[src/rtl/sbr_seq_pkg.sv]
package sbr_seq_pkg;
   typedef enum logic [2:0] {
      ST_IDLE   = 3'd0,
      ST_HOTRST = 3'd1,
      ST_FLUSH  = 3'd2,
      ST_WAIT   = 3'd3,
      ST_RUN    = 3'd4
   } seq_state_e;

   typedef enum logic [1:0] {
      DSP_FWD   = 2'd0,
      DSP_LOCAL = 2'd1,
      DSP_UR    = 2'd2
   } disp_e;

   function automatic logic st_operational(seq_state_e s);
      return (s == ST_IDLE) || (s == ST_RUN);
   endfunction
endpackage

[src/rtl/sbr_edge_detect.sv]
module sbr_edge_detect (
   input  logic clk,
   input  logic rst_n,
   input  logic level_i,
   output logic rise_o
);
   logic prev_q;

   always_ff @(posedge clk or negedge rst_n) begin
      if (!rst_n) prev_q <= 1'b0;
      else        prev_q <= level_i;
   end

   assign rise_o = level_i & ~prev_q;
endmodule

[src/rtl/sbr_seq_fsm.sv]
module sbr_seq_fsm
   import sbr_seq_pkg::*;
(
   input  logic       clk,
   input  logic       rst_n,
   input  logic       bit_i,
   input  logic       rise_i,
   input  logic       link_i,
   input  logic       busy_i,
   output seq_state_e state_o,
   output logic       hot_o,
   output logic       flush_o,
   output logic       ready_o
);
   seq_state_e st_q, st_d;
   logic       flush_q;

   always_comb begin
      st_d = st_q;
      unique case (st_q)
         ST_IDLE, ST_RUN: if (rise_i) st_d = link_i ? ST_HOTRST : ST_FLUSH;
         ST_HOTRST:       if (!bit_i) st_d = ST_FLUSH;
         ST_FLUSH:        if (!busy_i) st_d = bit_i ? ST_WAIT : ST_RUN;
         ST_WAIT:         if (!bit_i) st_d = ST_RUN;
         default:         st_d = ST_IDLE;
      endcase
   end

   always_ff @(posedge clk or negedge rst_n) begin
      if (!rst_n) begin
         st_q    <= ST_IDLE;
         flush_q <= 1'b0;
      end else begin
         st_q    <= st_d;
         flush_q <= (st_d == ST_FLUSH) && (st_q != ST_FLUSH);
      end
   end

   assign state_o = st_q;
   assign hot_o   = (st_q == ST_HOTRST);
   assign flush_o = flush_q;
   assign ready_o = st_operational(st_q);

   AST_FLUSH_SINGLE: assert property (@(posedge clk) disable iff (!rst_n)
      flush_o |=> !flush_o);
   AST_FLUSH_IN_STATE: assert property (@(posedge clk) disable iff (!rst_n)
      flush_o |-> (st_q == ST_FLUSH));
   AST_HOT_NEEDS_LINK: assert property (@(posedge clk) disable iff (!rst_n)
      (ready_o && rise_i) |=> (hot_o == $past(link_i)));
   AST_NO_HOT_LINKDOWN: assert property (@(posedge clk) disable iff (!rst_n)
      (ready_o && rise_i && !link_i) |=> (st_q == ST_FLUSH));
   AST_HOT_HOLD: assert property (@(posedge clk) disable iff (!rst_n)
      (hot_o && bit_i) |=> hot_o);
   AST_WAIT_HOLD: assert property (@(posedge clk) disable iff (!rst_n)
      (st_q == ST_WAIT && bit_i) |=> (st_q == ST_WAIT));
   AST_FLUSH_TO_RUN: assert property (@(posedge clk) disable iff (!rst_n)
      (st_q == ST_FLUSH && !busy_i && !bit_i) |=> (st_q == ST_RUN && ready_o));
   AST_NO_RESTART: assert property (@(posedge clk) disable iff (!rst_n)
      (!ready_o && rise_i) |=> !flush_o);
endmodule

[src/rtl/sbr_tlp_disposer.sv]
module sbr_tlp_disposer
   import sbr_seq_pkg::*;
#(
   parameter bit DISP_REG = 1'b1,
   parameter int CODE_W   = 2
) (
   input  logic              clk,
   input  logic              rst_n,
   input  logic              ready_i,
   input  logic              valid_i,
   input  logic              cfg0_i,
   output logic              valid_o,
   output logic [CODE_W-1:0] code_o
);
   localparam int PAD_W = CODE_W - 2;
   disp_e code_d;

   always_comb begin
      if (cfg0_i)       code_d = DSP_LOCAL;
      else if (ready_i) code_d = DSP_FWD;
      else              code_d = DSP_UR;
   end

   generate
      if (DISP_REG) begin : g_reg
         logic        v_q;
         disp_e       c_q;
         always_ff @(posedge clk or negedge rst_n) begin
            if (!rst_n) begin
               v_q <= 1'b0;
               c_q <= DSP_FWD;
            end else begin
               v_q <= valid_i;
               c_q <= code_d;
            end
         end
         assign valid_o = v_q;
         assign code_o  = {{PAD_W{1'b0}}, c_q};

         AST_UR_IN_RESET: assert property (@(posedge clk) disable iff (!rst_n)
            (valid_i && !cfg0_i && !ready_i) |=> (valid_o && code_o == CODE_W'(DSP_UR)));
         AST_CFG_LOCAL: assert property (@(posedge clk) disable iff (!rst_n)
            (valid_i && cfg0_i) |=> (valid_o && code_o == CODE_W'(DSP_LOCAL)));
      end else begin : g_comb
         assign valid_o = valid_i;
         assign code_o  = {{PAD_W{1'b0}}, code_d};

         AST_UR_IN_RESET: assert property (@(posedge clk) disable iff (!rst_n)
            (valid_i && !cfg0_i && !ready_i) |-> (code_o == CODE_W'(DSP_UR)));
         AST_CFG_LOCAL: assert property (@(posedge clk) disable iff (!rst_n)
            (valid_i && cfg0_i) |-> (code_o == CODE_W'(DSP_LOCAL)));
      end
   endgenerate

   AST_NO_CODE3: assert property (@(posedge clk) disable iff (!rst_n)
      valid_o |-> (code_o != CODE_W'(3)));
endmodule

[src/rtl/secbus_reset_seq.sv]
module secbus_reset_seq
   import sbr_seq_pkg::*;
#(
   parameter bit DISP_REG = 1'b1,
   parameter int CODE_W   = 2,
   parameter int STATE_W  = 3
) (
   input  logic               clk,
   input  logic               rst_n,
   input  logic               reset_bit_i,
   input  logic               link_up_i,
   input  logic               queue_busy_i,
   input  logic               tlp_valid_i,
   input  logic               tlp_cfg0_i,
   output logic               hot_reset_o,
   output logic               flush_o,
   output logic               disp_valid_o,
   output logic [CODE_W-1:0]  disp_code_o,
   output logic               port_ready_o,
   output logic [STATE_W-1:0] state_o
);
   localparam int ENUM_W = $bits(seq_state_e);
   localparam int SPAD_W = STATE_W - ENUM_W;

   initial begin
      assert (CODE_W >= 2) else $error("CODE_W must be at least 2");
      assert (STATE_W >= ENUM_W) else $error("STATE_W too narrow for state codes");
   end

   logic       rise;
   seq_state_e st;
   logic       ready;

   sbr_edge_detect i_edge (
      .clk     (clk),
      .rst_n   (rst_n),
      .level_i (reset_bit_i),
      .rise_o  (rise)
   );

   sbr_seq_fsm i_fsm (
      .clk     (clk),
      .rst_n   (rst_n),
      .bit_i   (reset_bit_i),
      .rise_i  (rise),
      .link_i  (link_up_i),
      .busy_i  (queue_busy_i),
      .state_o (st),
      .hot_o   (hot_reset_o),
      .flush_o (flush_o),
      .ready_o (ready)
   );

   sbr_tlp_disposer #(.DISP_REG(DISP_REG), .CODE_W(CODE_W)) i_disp (
      .clk     (clk),
      .rst_n   (rst_n),
      .ready_i (ready),
      .valid_i (tlp_valid_i),
      .cfg0_i  (tlp_cfg0_i),
      .valid_o (disp_valid_o),
      .code_o  (disp_code_o)
   );

   assign port_ready_o = ready;
   assign state_o      = {{SPAD_W{1'b0}}, st};
endmodule

[config.mk]
export PLATFORM = sky130hd
export DESIGN_NAME = secbus_reset_seq
export DESIGN_NICKNAME = d
export VERILOG_FILES = /design/src/rtl/sbr_seq_pkg.sv /design/src/rtl/sbr_edge_detect.sv /design/src/rtl/sbr_seq_fsm.sv /design/src/rtl/sbr_tlp_disposer.sv /design/src/rtl/secbus_reset_seq.sv
export SDC_FILE = /design/constraint.sdc
export NUM_CORES = 1
export LEC_CHECK = 0
export BUFFER_PORTS_ARGS = -buffer_cell sky130_fd_sc_hd__buf_2
export CAP_MARGIN = 15
export CELL_PAD_IN_SITES_DETAIL_PLACEMENT = 1
export CELL_PAD_IN_SITES_GLOBAL_PLACEMENT = 1
export CORE_AREA = 3 3 40 42
export CTS_BUF_LIST = sky130_fd_sc_hd__clkbuf_2 sky130_fd_sc_hd__clkbuf_4 sky130_fd_sc_hd__clkbuf_8
export DETAILED_ROUTE_END_ITERATION = 7
export DIE_AREA = 0 0 43 45
export GPL_TIMING_DRIVEN = 0
export MAX_ROUTING_LAYER = met4
export PLACE_DENSITY_LB_ADDON = 0.1
export SLEW_MARGIN = 20
export SYNTH_ARGS = -nofsm -noshare
export SYNTH_HDL_FRONTEND = slang
export SYNTH_SLANG_ARGS = --single-unit
[constraint.sdc]
create_clock -name clk -period 2.8 [get_ports clk]
set_input_delay 0.14 -clock clk [delete_from_list [all_inputs] [get_ports clk]]
set_output_delay 0.14 -clock clk [all_outputs]
set_load 0.005 [all_outputs]
### Word-level counts from Yosys, hierarchy flattened

Index checks and enable logic that the tools add are counted.

* register bits: 8
* word-level logic and storage cells: 26

* muxes and demuxes: 9
* reductions and logical operators: 4
* equal/unequal tests: 6
* bitwise operators: 2

Operators with widths (count)
* 3-bit 2-to-1 mux: 5
* 3-bit one-hot mux with 4 select lines: 1
* 3-bit by 2-bit equality test with 1-bit output, second input constant: 3
* 2-bit 2-to-1 mux: 3
* 3-bit by 1-bit equality test with 1-bit output, second input constant: 1
* 3-bit equality test, second input constant: 1
* 3-bit logical NOT: 1
* 3-bit by 2-bit != test with 1-bit output, second input constant: 1
* 2-bit OR reduction: 1
* 1-bit AND: 1
* 1-bit logical AND: 1
* 1-bit logical OR: 1
* 1-bit inverter: 1

### Depth between registers and ports, before layout

Gate-level depths: netlist of run 1.

* depth after elaboration: 6
* mapped depth: 3
* gate-level depth less buffers: 3

### Modules after synthesis

From an unflattened synthesis of run 1, not the netlist that was laid out.

* cells, all modules: 28
* area total of the unflattened synthesis: 316.6 sq um

By module, submodules not included
* sbr_seq_fsm: cells an instance 22, area an instance 198.9 sq um, times used 1
* sbr_tlp_disposer: cells an instance 4, area an instance 78.8 sq um, times used 1
* sbr_edge_detect: cells an instance 2, area an instance 38.8 sq um, times used 1

### Least setup slack after synthesis of run 1

No wires, ideal clock.

* kind: register -> register
* start point: reg i_edge.prev_q
* end point: reg i_fsm.st_q[1], in the netlist i_fsm.state_o[1]
* library setup time: 0.083 ns
* required time: 2.717 ns
* arrival time: 0.891 ns
* setup slack: 1.826 ns
* cell stages (with the launch flop): 4
* clock period less this slack: 0.974 ns
* cells stage by stage: dfrtp_1 -> nand2b_1 -> o32a_1 -> o22ai_1

* cells in the longest elaborated chain, start to end: 4

RTL lines
* from (decl): RTL line sbr_edge_detect.sv:7 `logic prev_q;`
* from (signal assigned): RTL line sbr_edge_detect.sv:11 `else prev_q <= level_i;`
* 1-bit inverter: RTL line sbr_edge_detect.sv:14 `assign rise_o = level_i & ~prev_q;`
* 1-bit AND: RTL line sbr_edge_detect.sv:14
* 3-bit 2-to-1 mux: RTL line sbr_seq_fsm.sv:21 `ST_IDLE, ST_RUN: if (rise_i) st_d = link_i ? ST_HOTRST : ST_FLUSH;`
* 3-bit one-hot mux with 4 select lines: RTL line sbr_seq_fsm.sv:20 `unique case (st_q)`
* via i_fsm.st_d[1]: RTL line sbr_seq_fsm.sv:15 `seq_state_e st_q, st_d;`
* to (signal assigned): RTL line sbr_seq_fsm.sv:34 `st_q <= st_d;`
* to (decl): RTL line sbr_seq_fsm.sv:15

The timed path passes the listed nets, and every way through them passes these cells.

### Worst setup path in the final report of run 1

* start point: reg i_fsm.st_q[1], in the netlist i_fsm.state_o[1]
* end point: out port_ready_o

* cells in the longest elaborated chain, start to end: 2
* elaborated cells on any way between the ends: 3
* classes of those cells: eq/ne: 1; reduce/logical: 2

RTL lines
* 3-bit equality test / 3-bit logical NOT (equally long branches): RTL line sbr_seq_pkg.sv:17 `return (s == ST_IDLE) || (s == ST_RUN);`
* 1-bit logical OR *: RTL line sbr_seq_pkg.sv:17
* to (decl): RTL line secbus_reset_seq.sv:19 `output logic port_ready_o,`

Mark *: on every way between the ends. The rest lies on a longest branch, timed or not.

==> flow_summary.ini, run 1 <==
[finish]
final_cells = 60
layout_commonest_cell = buf_2
finalInstanceArea_um2 = 439
seq_area_um2 = 200
syn2layout_area_growth_pct = 45.0
mostFrequentLayoutCells = 15 x buf_2, 8 x dfrtp_1, 4 x nor2_1, 4 x nand2b_1, 3 x clkbuf_4
multi_input_area_um2 = 98.8
n_antenna_cell = 0
drive_above_1_share_pct = 40.0
fillerInstances = 152
layout.nets = 54

[synth]
synth_mux_area_share_pct = 0
synth.avg_cell_area_um2 = 12.1
syn_area_um2 = 303
synth-xor-area-share_pct = 0
netlist.area_leader.share_pct = 66.1
synthCells = 25
yosys_warnings = 0
ys_seq_elements = 8
synth_nets = 32
synth_area_leaders = dfrtp_1 66%, nand2b_1 8.3%, nor2_1 5.0%
synthSimpleGateAreaFrac_pct = 18.2
yosys.area_share.adder_pct = 0
synth_top_family_by_area = simple AND/OR/NAND/NOR gates
ys_seq_area_share_pct = 66.1
synth_compound_area_share_pct = 14.5
netlist-cell-type-count = 11
yosysTopAreaCell = dfrtp_1

[sta]
slew_viol_final = 0
fin_skew_ps = 1.99
post-route-min-period_ps = 1220
hold_viol_final = 0
max_freq_mhz = 822
rsz0062_at_grt = false
setup_viol = 0
slew_headroom_pct = 82.5
fin_crit_sh_pct = 43.5
worst_slew_pin_slew_ps = 260
fin_tns_setup_ps = 0

[floorplan]
dieArea_mm2 = 0.00194
start_util_pct = 23.6
row_count = 13
top_level_ports = 16
core_mm2 = 0.00128
chipHeight_um = 45
die_x_um = 43

[clock_network]
clk_pin_slew_ps = 50
tritoncts = yes
clockBufferDepth = 2
post_cts_buffers = 0
clock-root-buffer = clkbuf_4
h-tree-depth = 1
post_cts_resized = 0
clkSinkCount = 8
holdBufCountCts = 2
clk_latency_ps = 240
cts_made_buffers = 3

[global_routing]
grt_max_degree = 10
antenna_found_initial = 0
grt_pass1_vias = 317
grtUsageTotal_pct = 9.71
grt_pass1_wl_um = 1300
grt_overflow = 0

[job]
max_cap_viol_count = 0

[place]
dp_cells = 55
placed_area_um2 = 397
dpl.hpwl_um = 611
io_buffers = 15
place_congestion = 0.638

[detailed_routing]
num_vias = 264
wire_per_inst_um = 12.5
drt_first_pass_iters = 2
drc_errors = 0
ant_nets = 0
drt-initial-drc-count = 2
finalWirelength_um = 751
routed_via_density = 4.40

[min_path]
hold_path_class = in2reg
hold_start = tlp_cfg0_i

[setup_path]
cp-startpoint = i_fsm.state_o[1]$_DFF_PN0_
required_ps = 2660
crit_type = reg2out
critPathLaunchType = register
arrival_ps = 1080
worstSetupEndpointType = output port
path_max_fanout = 9
timing.rr.start = i_edge.prev_q$_DFF_PN0_

[power_and_ir_drop]
power_leakage_nw = 0.223
ir_drop_mv = 0.310
p_per_area_mw_per_mm2 = 842

[outcome]
status = finished clean
-- cell type report --
class	count	share of cell area, %
timing repair buffer	17	21.7
inverter	1	0.855
sequential	8	45.6
multi-input combinational	16	22.5
clock buffer	3	5.13
tap	15	4.27
-- cells by family (layout without fill, tap and decap cells) --
kind of cell	after synthesis	count (layout)
buffers and inverters	1	21
DFF	8	8
and+or+nand+nor	10	10
AOI/OAI and AO/OA	6	6
-- where the power goes --
| group | total, mW | internal, mW | switching, mW |
|---|---|---|---|
| sequential | 0.174 | 0.142 | 0.0315 |
| combinational | 0.113 | 0.0608 | 0.0518 |
| clock | 0.0834 | 0.0487 | 0.0347 |
| total | 0.370 | 0.252 | 0.118 |
-- critical path: stages (launching register included) --
cell and delay [ps]:
dfrtp_1 460, nor2_1 220, buf_2 160
-- layer usage --
| metal | track usage (%) | share of wire, % |
|---|---|---|
| met1 | 7.46 | 37 |
| met2 | 19.5 | 54 |
| met3 | 4.38 | 7.7 |
| met4 | 3.61 | 1.1 |
| met5 | - | 0 |
-- flip-flops by register name, summed over array words and instances, names as in the netlist --
signal	cells
i_fsm.flush_o	1
i_disp.code_o	2
i_fsm.state_o	3
i_disp.valid_o	1
i_edge.prev_q	1
-- worst paths after layout --
path / to / cells past startpoint / slack (ps)
max: port_ready_o / 2 / 1580
min: i_disp.code_o[0]$_DFF_PN0_ / 1 / 20
max reg2reg: i_fsm.state_o[1]$_DFF_PN0_ / 3 / 1750
min reg2reg: i_fsm.flush_o$_DFF_PN0_ / 1 / 590
max in group asynchronous: i_edge.prev_q$_DFF_PN0_ / 2 / 2370
min in group asynchronous: i_fsm.flush_o$_DFF_PN0_ / 2 / 260
-- Yosys cell counts --
cell type,count
a21oi_1,2
nor4b_1,1
nor2b_1,1
nor2_1,4
o21a_1,1
a32o_1,1
dfrtp_1,8
nand2b_1,4
inv_1,1
o32a_1,1
o22ai_1,1
-- through the flow --
| step | setup WS [ps] | utilization (%) | hold WS [ps] | total power [mW] |
|---|---|---|---|---|
| 2_1_floorplan | 1830 | - | -156 | 0.227 |
| 3_3_place_gp | 1770 | 30.9 | -15.8 | 0.284 |
| 3_5_place_dp | 1750 | 30.9 | -5.82 | 0.291 |
| 4_1_cts | 1550 | 34.2 | 4.16 | 0.381 |
| 5_1_grt | 1470 | 34.2 | 5.65 | 0.407 |
| 6_report | 1580 | 34.2 | 17.1 | 0.370 |
No activity file was read; power rests on OpenSTA's default activity.
==> run 2: changes to the inputs <==
==> constraint.sdc (replaced) <==
create_clock -name clk -period 1.3 [get_ports clk]
set_input_delay 0.065 -clock clk [delete_from_list [all_inputs] [get_ports clk]]
set_output_delay 0.065 -clock clk [all_outputs]
set_load 0.005 [all_outputs]
==> run 2 against run 1 <==
  * Flip-flop and latch count unchanged
  * Cell count up 3.3%
  * Critical path depth unchanged
  * Die area unchanged
  * Global-route usage up 0.26 points
  * Non-clock buffer count up 2
  * Via count up 3.0%
  * Sequential share of layout area down 2.0 points
  * Count of clock-buffer cells in the layout unchanged
  * Worst hold slack better by 140 ps
  * Sequential power up 110%
  * Design area up 4.6%
  * Critical endpoint unchanged
==> flow_summary.ini, run 2 (synthesis gave the netlist of run 1 again) <==
[sta]
hold_viol_final = 0
post-route-min-period_ps = 1150
rsz0062_at_grt = false
max_freq_mhz = 873
whs_ps = 162
slew_viol_final = 0
fin_ws_ps = 154
worst_slew_pin_slew_ps = 260
slew_headroom_pct = 82.5
setup_viol = 0
fin_skew_ps = 1.97
fin_crit_sh_pct = 88.1
fin_tns_setup_ps = 0

[global_routing]
grt_pass1_vias = 332
grt_pass1_wl_um = 1350
grt_max_degree = 10
antenna_found_initial = 0
grtUsageTotal_pct = 9.97
grt_overflow = 0

[place]
io_buffers = 15
dpl_worst_slack_ps = 253
dpl.hpwl_um = 611
place_congestion = 0.638

[clock_network]
clk_pin_slew_ps = 50
clk_latency_ps = 240
clkSinkCount = 8
clockBufferDepth = 2
tritoncts = yes
cts_made_buffers = 3
post_cts_buffers = 0
clock-root-buffer = clkbuf_4
h-tree-depth = 1

[min_path]
hold_path_class = in2reg

[detailed_routing]
finalWirelength_um = 770
drt_first_pass_iters = 2
drt-initial-drc-count = 2
routed_via_density = 4.39
drc_errors = 0
ant_nets = 0
num_vias = 272
wire_per_inst_um = 12.4

[finish]
layout_commonest_cell = buf_2
drive_above_1_share_pct = 38.3
n_antenna_cell = 0
mostFrequentLayoutCells = 15 x buf_2, 8 x dfrtp_1, 4 x nor2_1, 4 x nand2b_1, 4 x dlygate4sd3_1
utilization_pct = 35.7
fillerInstances = 151
largest_register_ff_count = 3
layout.nets = 56
syn2layout_area_growth_pct = 51.7

[power_and_ir_drop]
power_leakage_nw = 0.231
ir_drop_mv = 0.669
power_mw = 0.801
p_per_area_mw_per_mm2 = 1750

[setup_path]
critPathLaunchType = register
path_max_fanout = 9
arrival_ps = 1080
worstSetupEndpointType = output port
crit_type = reg2out
required_ps = 1240

[floorplan]
chipHeight_um = 45
dieArea_mm2 = 0.00194
start_util_pct = 23.6
top_level_ports = 16
row_count = 13
die_x_um = 43
core_mm2 = 0.00128

[outcome]
status = finished clean

[job]
max_cap_viol_count = 0
## run 2: report_power, final
part           total (mW)  internal [mW]  switching, mW
clock               0.180          0.105         0.0747
combinational       0.248          0.135          0.113
sequential          0.374          0.306         0.0677
total               0.801          0.546          0.255
## run 2: layer usage
layer / vias to the layer above / routed length (um) / GRT usage, %
met4: 0 / 8 / 3.61
met1: 129 / 284 / 7.71
li1: 132 / - / -
met5: - / 0 / -
met2: 9 / 420 / 20.1
met3: 2 / 57 / 4.38
## run 2: timing repair
item | 4_1_cts | 5_1_grt
hold endpoints to repair | 12 | 0
hold buffers | 4 | 0
gates resized for setup | 0 | 0
## run 2: final timing paths
path / startpoint / slack, ps / cells past startpoint / to
worst max-delay path: i_fsm.state_o[1]$_DFF_PN0_ / 150 / 2 / port_ready_o
worst max register to register: i_edge.prev_q$_DFF_PN0_ / 250 / 3 / i_fsm.state_o[1]$_DFF_PN0_
worst min-delay path: link_up_i / 160 / 3 / i_fsm.flush_o$_DFF_PN0_
worst min register to register: i_fsm.state_o[1]$_DFF_PN0_ / 590 / 1 / i_fsm.flush_o$_DFF_PN0_
max in group asynchronous: rst_n / 950 / 2 / i_edge.prev_q$_DFF_PN0_
min in group asynchronous: rst_n / 190 / 2 / i_fsm.flush_o$_DFF_PN0_
## run 2: area by class of cell
cell class | instances | area [um2] | area share (%)
flip-flops and latches | 8 | 200 | 43.6
repair buffers | 19 | 115 | 25.1
multi-input cells | 16 | 98.8 | 21.5
clock buffers | 3 | 22.5 | 4.90
well taps | 15 | 18.8 | 4.09
inverters | 1 | 3.75 | 0.817
## run 2: metrics by stage
| step | cell area, um2 | std cells |
|---|---|---|
| after detailed placement | 397 | 55 |
| after global placement | 397 | 55 |
| final | 459 | 62 |
| after global routing | 459 | 62 |
| after CTS | 459 | 62 |
| after floorplan | 303 | 25 |
## run 2: worst max-delay path, cell delays in order, from the launching register on
cell     delay, ps
dfrtp_1        460
nor2_1         220
buf_2          160
==> run 3: changes to the inputs <==
--- a/config.mk
+++ b/config.mk
@@ -19,4 +19,5 @@
 export SLEW_MARGIN = 20
 export SYNTH_ARGS = -nofsm -noshare
 export SYNTH_HDL_FRONTEND = slang
+export SYNTH_HIERARCHICAL = 1
 export SYNTH_SLANG_ARGS = --single-unit
==> run 3 against run 2 <==
  * Clock skew grew 2.7 ps
  * Sequential share of layout area fell by 1.5 points
  * Die area unchanged
  * Via count rose by 13%
  * Sequential power grew 2%
  * Synthesized cell count rose by 12%
  * Cell count grew 4.8%
  * Design area is 3.5% higher
  * Largest power group unchanged
  * Count of clock-buffer cells in the layout is the same
==> flow_summary.ini, run 3 <==
[outcome]
status = finished clean

[sta]
post-route-min-period_ps = 1210
max_freq_mhz = 828
fin_tns_setup_ps = 0
fin_ws_ps = 92.4
worst_slew_pin_slew_ps = 257
slew_headroom_pct = 82.9
fin_skew_ps = 4.62
slew_viol_final = 0
fin_crit_sh_pct = 92.9
rsz0062_at_grt = false
hold_viol_final = 0
setup_viol = 0

[floorplan]
core_mm2 = 0.00128
top_level_ports = 16
die_x_um = 43
start_util_pct = 24.6
chipHeight_um = 45
row_count = 13
dieArea_mm2 = 0.00194

[place]
dpl_worst_slack_ps = 278
place_congestion = 0.770
io_buffers = 15
dpl.hpwl_um = 634

[global_routing]
grt_max_degree = 9
grt_overflow = 0
grt_pass1_wl_um = 1450
antenna_found_initial = 0
grt_pass1_vias = 304
grtUsageTotal_pct = 11.5

[power_and_ir_drop]
power_leakage_nw = 0.246
p_clk_share_pct = 22.9
pwr-share-seq_pct = 46.1
internal_power_mw = 0.540
ir_drop_mv = 0.676
pwr-share-comb_pct = 31.1
p_per_area_mw_per_mm2 = 1740
switching_share_pct = 34.9
p_sw_mw = 0.289

[synth]
synthCells = 28
synth_nets = 35
synth_common_cells = 8 x dfrtp_1, 4 x nor2_1, 3 x a21oi_1
ys_seq_elements = 8
netlist.area_leader.share_pct = 63.2
yosysMostFrequentCell = dfrtp_1
yosys_warnings = 6
ys_seq_area_share_pct = 63.2
synth_enable_flop_cells = 0
synthFlopType = dfrtp_1
yosysTopAreaCell = dfrtp_1
synth_area_leaders = dfrtp_1 63%, a21oi_1 4.7%, nor2_1 4.7%
syn_area_um2 = 317
synth.avg_cell_area_um2 = 11.3
asyncSetResetFlopFracSynth_pct = 100
netlist-cell-type-count = 15

[setup_path]
timing.rr.start = i_edge/prev_q$_DFF_PN0_
path_max_fanout = 6
reg2reg_slack_ps = 230
r2r_end = i_fsm/state_o[1]$_DFF_PN0_
required_ps = 1460
worstSetupEndpointType = register
critPathLaunchType = primary input
arrival_ps = 1370
crit_type = in2reg
rr_worst_depth = 4
cp-startpoint = reset_bit_i

[min_path]
hold_path_depth = 3
whs_endpoint = i_fsm/state_o[0]$_DFF_PN0_
hold_path_class = in2reg
hold_start = link_up_i

[finish]
n_antenna_cell = 0
mostFrequentLayoutCells = 15 x buf_2, 8 x dfrtp_1, 4 x dlygate4sd3_1
largest_register_ff_count = 3
drive_above_1_share_pct = 44.0
layout_commonest_cell = buf_2
syn2layout_area_growth_pct = 50.2
layout.nets = 59

[clock_network]
clk_latency_ps = 250
clockBufferDepth = 2
tritoncts = yes
clock-root-buffer = clkbuf_4
cts_made_buffers = 3
clkSinkCount = 8
post_cts_buffers = 0
h-tree-depth = 1
clk_pin_slew_ps = 60

[detailed_routing]
drt-initial-drc-count = 4
drc_errors = 0
finalWirelength_um = 902
wire_per_inst_um = 13.9
ant_nets = 0
num_vias = 308
routed_via_density = 4.74
drt_first_pass_iters = 4

[job]
max_cap_viol_count = 0
[run 3: worst max-delay path by stage]
stage	to	slack (ps)	depth (start not counted)
global route	i_fsm/state_o[1]$_DFF_PN0_	20	6
finish	i_fsm/state_o[1]$_DFF_PN0_	90	6
detailed placement	i_fsm/state_o[1]$_DFF_PN0_	280	4
global placement	i_fsm/state_o[1]$_DFF_PN0_	300	4
floorplan	i_fsm/state_o[1]$_DFF_PN0_	390	4
CTS	port_ready_o	80	2
[run 3: critical path, stage by stage]
cell and delay (ps):
dlygate4sd3_1 520, buf_2 160, nor2b_4 170, nor3b_1 210, a21oi_1 90, o22ai_1 160
[run 3: cells by family (layout without fill, tap and decap cells)]
kind of cell | after synthesis | in the layout | synth area share (%)
buf+inv | 2 | 24 | 2.37
compound gates | 7 | 7 | 13.4
simple gates | 11 | 11 | 20.9
flops | 8 | 8 | 63.2
[run 3: layout make-up]
| cell class | count | area, um2 |
|---|---|---|
| clock buffer | 3 | 22.5 |
| fill | 153 | 810 |
| inverter | 2 | 7.51 |
| multi-input combinational | 18 | 111 |
| sequential | 8 | 200 |
| tap | 15 | 18.8 |
| timing repair buffer | 19 | 115 |
[run 3: what timing repair did]
action,in CTS,in global routing
hold buffers,4,0
endpoints found under the hold margin,12,0
endpoints found under the setup margin,0,1
gates resized for setup,0,1
[run 3: metal layers]
metal	GRT usage, %	routed length [um]	vias up	part of all wire, %
li1	-	-	140	-
met1	11.3	375	146	42
met2	18.9	431	18	48
met3	4.78	59	4	6.5
met4	7.23	36	0	4.0
met5	-	0	-	0
[run 3: power by group through the flow]
stage | Clock, mW | Combinational [mW] | Sequential (mW)
3_5_place_dp | 0 | 0.244 | 0.381
6_report | 0.190 | 0.257 | 0.382
4_1_cts | 0.203 | 0.259 | 0.377
5_1_grt | 0.223 | 0.290 | 0.392
2_1_floorplan | 0 | 0.116 | 0.370
3_3_place_gp | 0 | 0.239 | 0.378
[run 3: through the flow]
| step | hold WS [ps] | util [%] | instances | total power [mW] | area [um2] |
|---|---|---|---|---|---|
| 3_5_place_dp | -79.8 | 31.9 | 58 | 0.626 | 410 |
| 5_1_grt | 90.8 | 37.0 | 65 | 0.904 | 475 |
| 3_3_place_gp | -88.7 | 31.9 | 58 | 0.617 | 410 |
| 2_1_floorplan | -231 | - | 28 | 0.486 | 317 |
| 6_report | 66.4 | 37.0 | 65 | 0.829 | 475 |
| 4_1_cts | 60.8 | 36.8 | 65 | 0.839 | 473 |
